===== config.mk =====
export PLATFORM = sky130hd
export DESIGN_NAME = osd_rx_status
export DESIGN_NICKNAME = d
export VERILOG_FILES = /design/src/rtl/osd_pkg.sv /design/src/rtl/osd_tap_line.sv /design/src/rtl/osd_set_classifier.sv /design/src/rtl/osd_flag_tracker.sv /design/src/rtl/osd_rx_status.sv
export SDC_FILE = /design/constraint.sdc
export NUM_CORES = 1
export LEC_CHECK = 0
export CAP_MARGIN = 20
export CELL_PAD_IN_SITES_DETAIL_PLACEMENT = 1
export CELL_PAD_IN_SITES_GLOBAL_PLACEMENT = 2
export CORE_UTILIZATION = 30
export CTS_BUF_LIST = sky130_fd_sc_hd__clkbuf_8
export CTS_CLUSTER_SIZE = 25
export DETAILED_ROUTE_END_ITERATION = 12
export DONT_BUFFER_PORTS = 1
export PLACE_DENSITY = 0.71
export SLEW_MARGIN = 20
export SYNTH_ARGS = -nofsm -noshare
export SYNTH_HDL_FRONTEND = slang
export SYNTH_SLANG_ARGS = --single-unit
export TNS_END_PERCENT = 100

===== constraint.sdc =====
create_clock -name clk -period 1.6 [get_ports clk]
set_clock_uncertainty 0.2 [all_clocks]
set_input_delay 0.32 -clock clk [delete_from_list [all_inputs] [get_ports clk]]
set_output_delay 0.32 -clock clk [all_outputs]
set_load 0.01 [all_outputs]

===== src/rtl/osd_pkg.sv =====
package osd_pkg;

    localparam int BYTE_W     = 8;
    localparam int IDLE_LEN   = 2;
    localparam int CFG_LEN    = 4;
    localparam int LOOKAHEAD  = CFG_LEN - 1;
    localparam int PIPE_DEPTH = LOOKAHEAD + 1;
    localparam int CNT_W      = $clog2(CFG_LEN);

    localparam logic [BYTE_W-1:0] COMMA_OCT = 8'hBC;
    localparam logic [BYTE_W-1:0] IDLE_OCT  = 8'h50;
    localparam logic [BYTE_W-1:0] CFG1_OCT  = 8'hB5;
    localparam logic [BYTE_W-1:0] CFG2_OCT  = 8'h42;

    typedef struct packed {
        logic [BYTE_W-1:0] octet;
        logic              ctrl;
        logic              viol;
    } cgrp_t;

    typedef enum logic [1:0] {
        CLS_OTHER,
        CLS_IDLE,
        CLS_CFG,
        CLS_SUSPECT
    } cls_e;

    typedef enum logic [1:0] {
        SET_NONE,
        SET_IDLE,
        SET_CFG,
        SET_BAD
    } set_e;

    function automatic logic is_comma(input cgrp_t g);
        return g.ctrl && !g.viol && (g.octet == COMMA_OCT);
    endfunction

    function automatic logic is_clean_data(input cgrp_t g);
        return !g.ctrl && !g.viol;
    endfunction

    function automatic logic is_cfg_type(input logic [BYTE_W-1:0] b);
        return (b == CFG1_OCT) || (b == CFG2_OCT);
    endfunction

    function automatic logic looks_like_start(input cgrp_t g);
        return g.viol || (g.ctrl && (g.octet == COMMA_OCT));
    endfunction

    // Groups still to come after the leading group of a set of this kind.
    function automatic logic [CNT_W-1:0] tail_len(input set_e k);
        logic [CNT_W-1:0] n;
        n = '0;
        if (k == SET_IDLE) n = CNT_W'(IDLE_LEN - 1);
        if (k == SET_CFG)  n = CNT_W'(CFG_LEN - 1);
        return n;
    endfunction

endpackage


===== src/rtl/osd_tap_line.sv =====
module osd_tap_line
    import osd_pkg::*;
#(
    parameter int DEPTH = PIPE_DEPTH
) (
    input  logic               clk,
    input  logic               rst,
    input  cgrp_t              din,
    output cgrp_t [DEPTH-1:0]  taps
);

    cgrp_t stage_q [DEPTH];

    always_ff @(posedge clk) begin
        if (rst) begin
            for (int s = 0; s < DEPTH; s++) stage_q[s] <= '0;
        end else begin
            stage_q[0] <= din;
            for (int s = 1; s < DEPTH; s++) stage_q[s] <= stage_q[s-1];
        end
    end

    for (genvar g = 0; g < DEPTH; g++) begin : g_tap
        assign taps[g] = stage_q[g];
    end

endmodule


===== src/rtl/osd_set_classifier.sv =====
module osd_set_classifier
    import osd_pkg::*;
(
    input  cgrp_t lead,
    input  cgrp_t nxt1,
    input  cgrp_t nxt2,
    input  cgrp_t nxt3,
    output cls_e  cls
);

    logic head_ok;
    logic idle_tail_ok;
    logic cfg_tail_ok;

    always_comb begin
        head_ok      = is_comma(lead);
        idle_tail_ok = is_clean_data(nxt1) && (nxt1.octet == IDLE_OCT);
        cfg_tail_ok  = is_clean_data(nxt1) && is_cfg_type(nxt1.octet)
                       && is_clean_data(nxt2) && is_clean_data(nxt3);

        if (head_ok && idle_tail_ok)        cls = CLS_IDLE;
        else if (head_ok && cfg_tail_ok)    cls = CLS_CFG;
        else if (looks_like_start(lead))    cls = CLS_SUSPECT;
        else                                cls = CLS_OTHER;
    end

endmodule


===== src/rtl/osd_flag_tracker.sv =====
module osd_flag_tracker
    import osd_pkg::*;
(
    input  logic clk,
    input  logic rst,
    input  cls_e cls,
    output set_e kind_q
);

    set_e             mode_q;
    set_e             cur_q;
    logic [CNT_W-1:0] rem_q;

    set_e             start_kind;
    set_e             start_mode;
    logic [CNT_W-1:0] start_rem;

    always_comb begin
        start_kind = SET_NONE;
        start_mode = SET_NONE;
        start_rem  = '0;
        unique case (cls)
            CLS_IDLE: begin
                start_kind = SET_IDLE;
                start_mode = SET_IDLE;
                start_rem  = tail_len(SET_IDLE);
            end
            CLS_CFG: begin
                start_kind = SET_CFG;
                start_mode = SET_CFG;
                start_rem  = tail_len(SET_CFG);
            end
            CLS_SUSPECT: begin
                if (mode_q != SET_NONE) begin
                    start_kind = SET_BAD;
                    start_mode = mode_q;
                    start_rem  = tail_len(mode_q);
                end
            end
            default: ;
        endcase
    end

    always_ff @(posedge clk) begin
        if (rst) begin
            mode_q <= SET_NONE;
            cur_q  <= SET_NONE;
            kind_q <= SET_NONE;
            rem_q  <= '0;
        end else if (rem_q != '0) begin
            rem_q  <= rem_q - CNT_W'(1);
            kind_q <= cur_q;
        end else begin
            rem_q  <= start_rem;
            cur_q  <= start_kind;
            kind_q <= start_kind;
            mode_q <= start_mode;
        end
    end

endmodule


===== src/rtl/osd_rx_status.sv =====
module osd_rx_status
    import osd_pkg::*;
(
    input  logic              clk,
    input  logic              rst,
    input  logic [BYTE_W-1:0] rx_octet,
    input  logic              rx_ctrl,
    input  logic              rx_viol,
    output logic [BYTE_W-1:0] rxd_out,
    output logic              stat_cfg,
    output logic              stat_idle,
    output logic              stat_invalid
);

    localparam int LEAD_TAP = PIPE_DEPTH - 2;

    cgrp_t                  din;
    cgrp_t [PIPE_DEPTH-1:0] taps;
    cls_e                   cls;
    set_e                   kind_q;

    assign din = '{octet: rx_octet, ctrl: rx_ctrl, viol: rx_viol};

    osd_tap_line #(.DEPTH(PIPE_DEPTH)) u_taps (
        .clk  (clk),
        .rst  (rst),
        .din  (din),
        .taps (taps)
    );

    // The group about to be output sits at LEAD_TAP; the three groups
    // behind it are the two younger taps and the live input.
    osd_set_classifier u_cls (
        .lead (taps[LEAD_TAP]),
        .nxt1 (taps[LEAD_TAP-1]),
        .nxt2 (taps[LEAD_TAP-2]),
        .nxt3 (din),
        .cls  (cls)
    );

    osd_flag_tracker u_trk (
        .clk    (clk),
        .rst    (rst),
        .cls    (cls),
        .kind_q (kind_q)
    );

    assign rxd_out      = taps[PIPE_DEPTH-1].octet;
    assign stat_cfg     = (kind_q == SET_CFG);
    assign stat_idle    = (kind_q == SET_IDLE);
    assign stat_invalid = (kind_q == SET_BAD);

endmodule


==> results.md <==
* Pre-Repair DR Iteration Count at 4
* CTS HTree Levels at 2
* Peak supply drop at 516 µV
* Sequential Power Share at 0.549
* Antenna viol nets, final at 0
* Die Area at 5380 µm²
* N_diodes at 0
* Min-Delay Path Class: in -> reg
* Switching share of power at 0.211
* Setup WS post-layout at -28.2 ps
* Max Freq at 0.614 GHz
* Synth area leaders: dfxtp_1 (58%), nor2b_1 (17%), buf_4 (3.9%)
* CTS max path bufs at 2
* Finished Core Util at 0.378
* Pwr Density at 1150 nW/µm²
* Combinational power share at 0.040
* WS Path Type: reg -> reg
* Mapped Avg Cell Area at 10.6 µm²
* Area of the multi-input gates at just under 600 µm²
* TritonCTS clock tree: yes
* Area Overhead vs Synth at 19.2%
* Vias in the first global route at 1060
* Vias per cell at 4.38
* Die width at around 73 µm
* Max-slew violations at 0
* Total GRT Usage at 0.115
* Synth Net Count at 158
* DR iter-0 viols at 31
* Synth Instances at 144
* Die height at 73.3 µm
* Area leader, netlist: dfxtp_1
* Status: finished, violations left
* Layout cells sized above 1 at 0.158
* Routed WL at 2.54 mm
* Layout fillers at 550
* Failing checks: negative setup slack
* Fin crit period at 1630 ps
* Post-synth cell types at 31
* Critical Path AT at 1650 ps
* DRC viols at 0
* Global-route wire length before repair at 4.53 mm
* Post-place setup slack at -34.7 ps
* Sequential Area at 885 µm²
* DR WL/cell at 11.6 µm
* Post-DP HPWL at 1.68 mm
* I/O pins at 23
* Final #Nets at 165
* Clock-pin slew on the worst setup and hold paths at 80 ps
* Clock Latency Late Sink at roughly 300 ps
* Clock share of power at 0.411
* Ys Warns at 0
* Gp weighted congestion at just over 0.8
* Int Pwr at 0.00165 W
* Core Area at 4820 µm²
* Final period util at 1.02
* Most frequent cells in the layout: nor2b_1 (41), dfxtp_1 (41), dlygate4sd3_1 (10)
* Register area share after synthesis at 0.577
* Initial antenna violation count at 0
* Tightest Pin Transition at roughly 360 ps
* Crit-path max FO at 6
* Synthesized area at about 1500 µm²
* Initial core utilization at 0.317
* FP Rows at 25
* Largest net degree at the start of global routing at 43
* Rel. slew slack at 0.758
* NetSw at 0.000441 W
* Root Driver: clkbuf_8
* CP Capture Type: flip-flop
* CTS sink count at 44
* LEAKAGE at 0.688 nW
* Max Cap Viol at 0
* Gr ovfl total at 0
* Number of buffers created by CTS at 5
* Vias at 959
* Number of buffers added on ports at 0
* Req. time, crit path at 1620 ps
* Final number of setup-violating endpoints at 1
* Hold Fails Final Rpt at 0
* Worst setup SP type: flip-flop
* RSZ-0062 raised after global routing: yes
* Yosys reg bits at 44
* Top cell type's share of synthesized area at 0.577
## cell usage after synthesis
library cell and instances:
a211oi_2 1, a21oi_1 3, a21oi_2 1, a22oi_1 2, a41oi_1 1, and2_1 1
and3_2 1, and3b_4 1, and4b_1 1, and4bb_2 1, buf_4 8, clkbuf_1 5
dfxtp_1 44, ha_1 2, inv_1 3, nand2_1 5, nand3_1 2, nand4_1 2
nand4b_1 2, nor2_1 5, nor2_2 1, nor2b_1 41, nor3_1 2, nor3b_1 1
nor4_1 1, nor4_2 1, nor4bb_1 1, o211ai_1 2, o21ai_0 1, o21bai_1 1
o31ai_1 1
## power by group through the flow
stage / Clock, W / Sequential, W / Combinational (W)
after floorplan: 0 / 0.00116 / 0.0000549
after global placement: 0 / 0.00117 / 0.0000399
after detailed placement: 0 / 0.00117 / 0.0000409
after CTS: 0.000884 / 0.00115 / 0.0000815
after global routing: 0.000941 / 0.00115 / 0.0000927
final: 0.000858 / 0.00115 / 0.0000835
## per-stage QoR
stage / TNS, ps / cells / hold slack, ps / total power (W) / instance area [µm²]
5_1_grt: -402 / 219 / 23.8 / 0.00219 / 1820
3_3_place_gp: -13.4 / 200 / 191 / 0.00121 / 1550
3_5_place_dp: -37.8 / 200 / 196 / 0.00121 / 1550
6_report: -28.2 / 219 / 21.1 / 0.00209 / 1820
4_1_cts: -23.4 / 219 / 12.1 / 0.00211 / 1800
2_1_floorplan: 0 / 144 / 214 / 0.00122 / 1530
## flip-flops by register name, indices dropped and copies added, names as in the netlist
| signal | cells |
|---|---|
| u_trk.mode_q | 2 |
| u_trk.cur_q | 2 |
| u_trk.rem_q | 2 |
| u_taps.stage_q | 38 |
## area by class of cell
class | instances | share of cell area
clock buffer | 5 | 0.0378
clock inverter | 3 | 0.0254
inverter | 3 | 0.00619
multi-input combinational | 84 | 0.324
sequential | 44 | 0.486
tap | 67 | 0.0461
timing repair buffer | 13 | 0.0743
## cells by family (layout without fill, tap and decap cells)
family	Yosys count	in the layout	synth area share
simple gates	69	69	0.285
fa+ha+maj	2	2	0.0164
flops	44	44	0.577
compound gates	13	13	0.0623
buf+inv	16	24	0.0590
## worst paths after layout
kind	depth (start not counted)	start	slack [ps]	to
max	5	u_taps.stage_q[1][9]$_SDFF_PP0_	-30	u_trk.rem_q[0]$_SDFF_PP0_
min	3	rst	20	u_trk.cur_q[0]$_SDFFE_PP0N_
max reg2reg	5	u_taps.stage_q[1][9]$_SDFF_PP0_	-30	u_trk.rem_q[0]$_SDFF_PP0_
min reg2reg	1	u_taps.stage_q[0][3]$_SDFF_PP0_	250	u_taps.stage_q[1][3]$_SDFF_PP0_
## what timing repair did
item,4_1_cts,5_1_grt
gates resized for setup,3,5
setup endpoints to repair,4,6
pin swaps,0,9
gates cloned,0,0
buffers inserted,0,0
endpoints found under the hold margin,42,0
hold buffers,11,0
## worst max-delay path, stage by stage (launching register included)
cell	delay (ps)
dfxtp_2	340
nor4_4	270
nand4_1	180
a21oi_4	250
o21bai_1	130
a211oi_2	180
## layer usage
layer,share of wire,track usage,vias up
met5,0,0,-
met4,0.017,0.0641,0
met3,0.044,0.0453,4
met2,0.49,0.197,21
met1,0.45,0.120,455
li1,-,-,479
(Power assumes the default switching activity.)
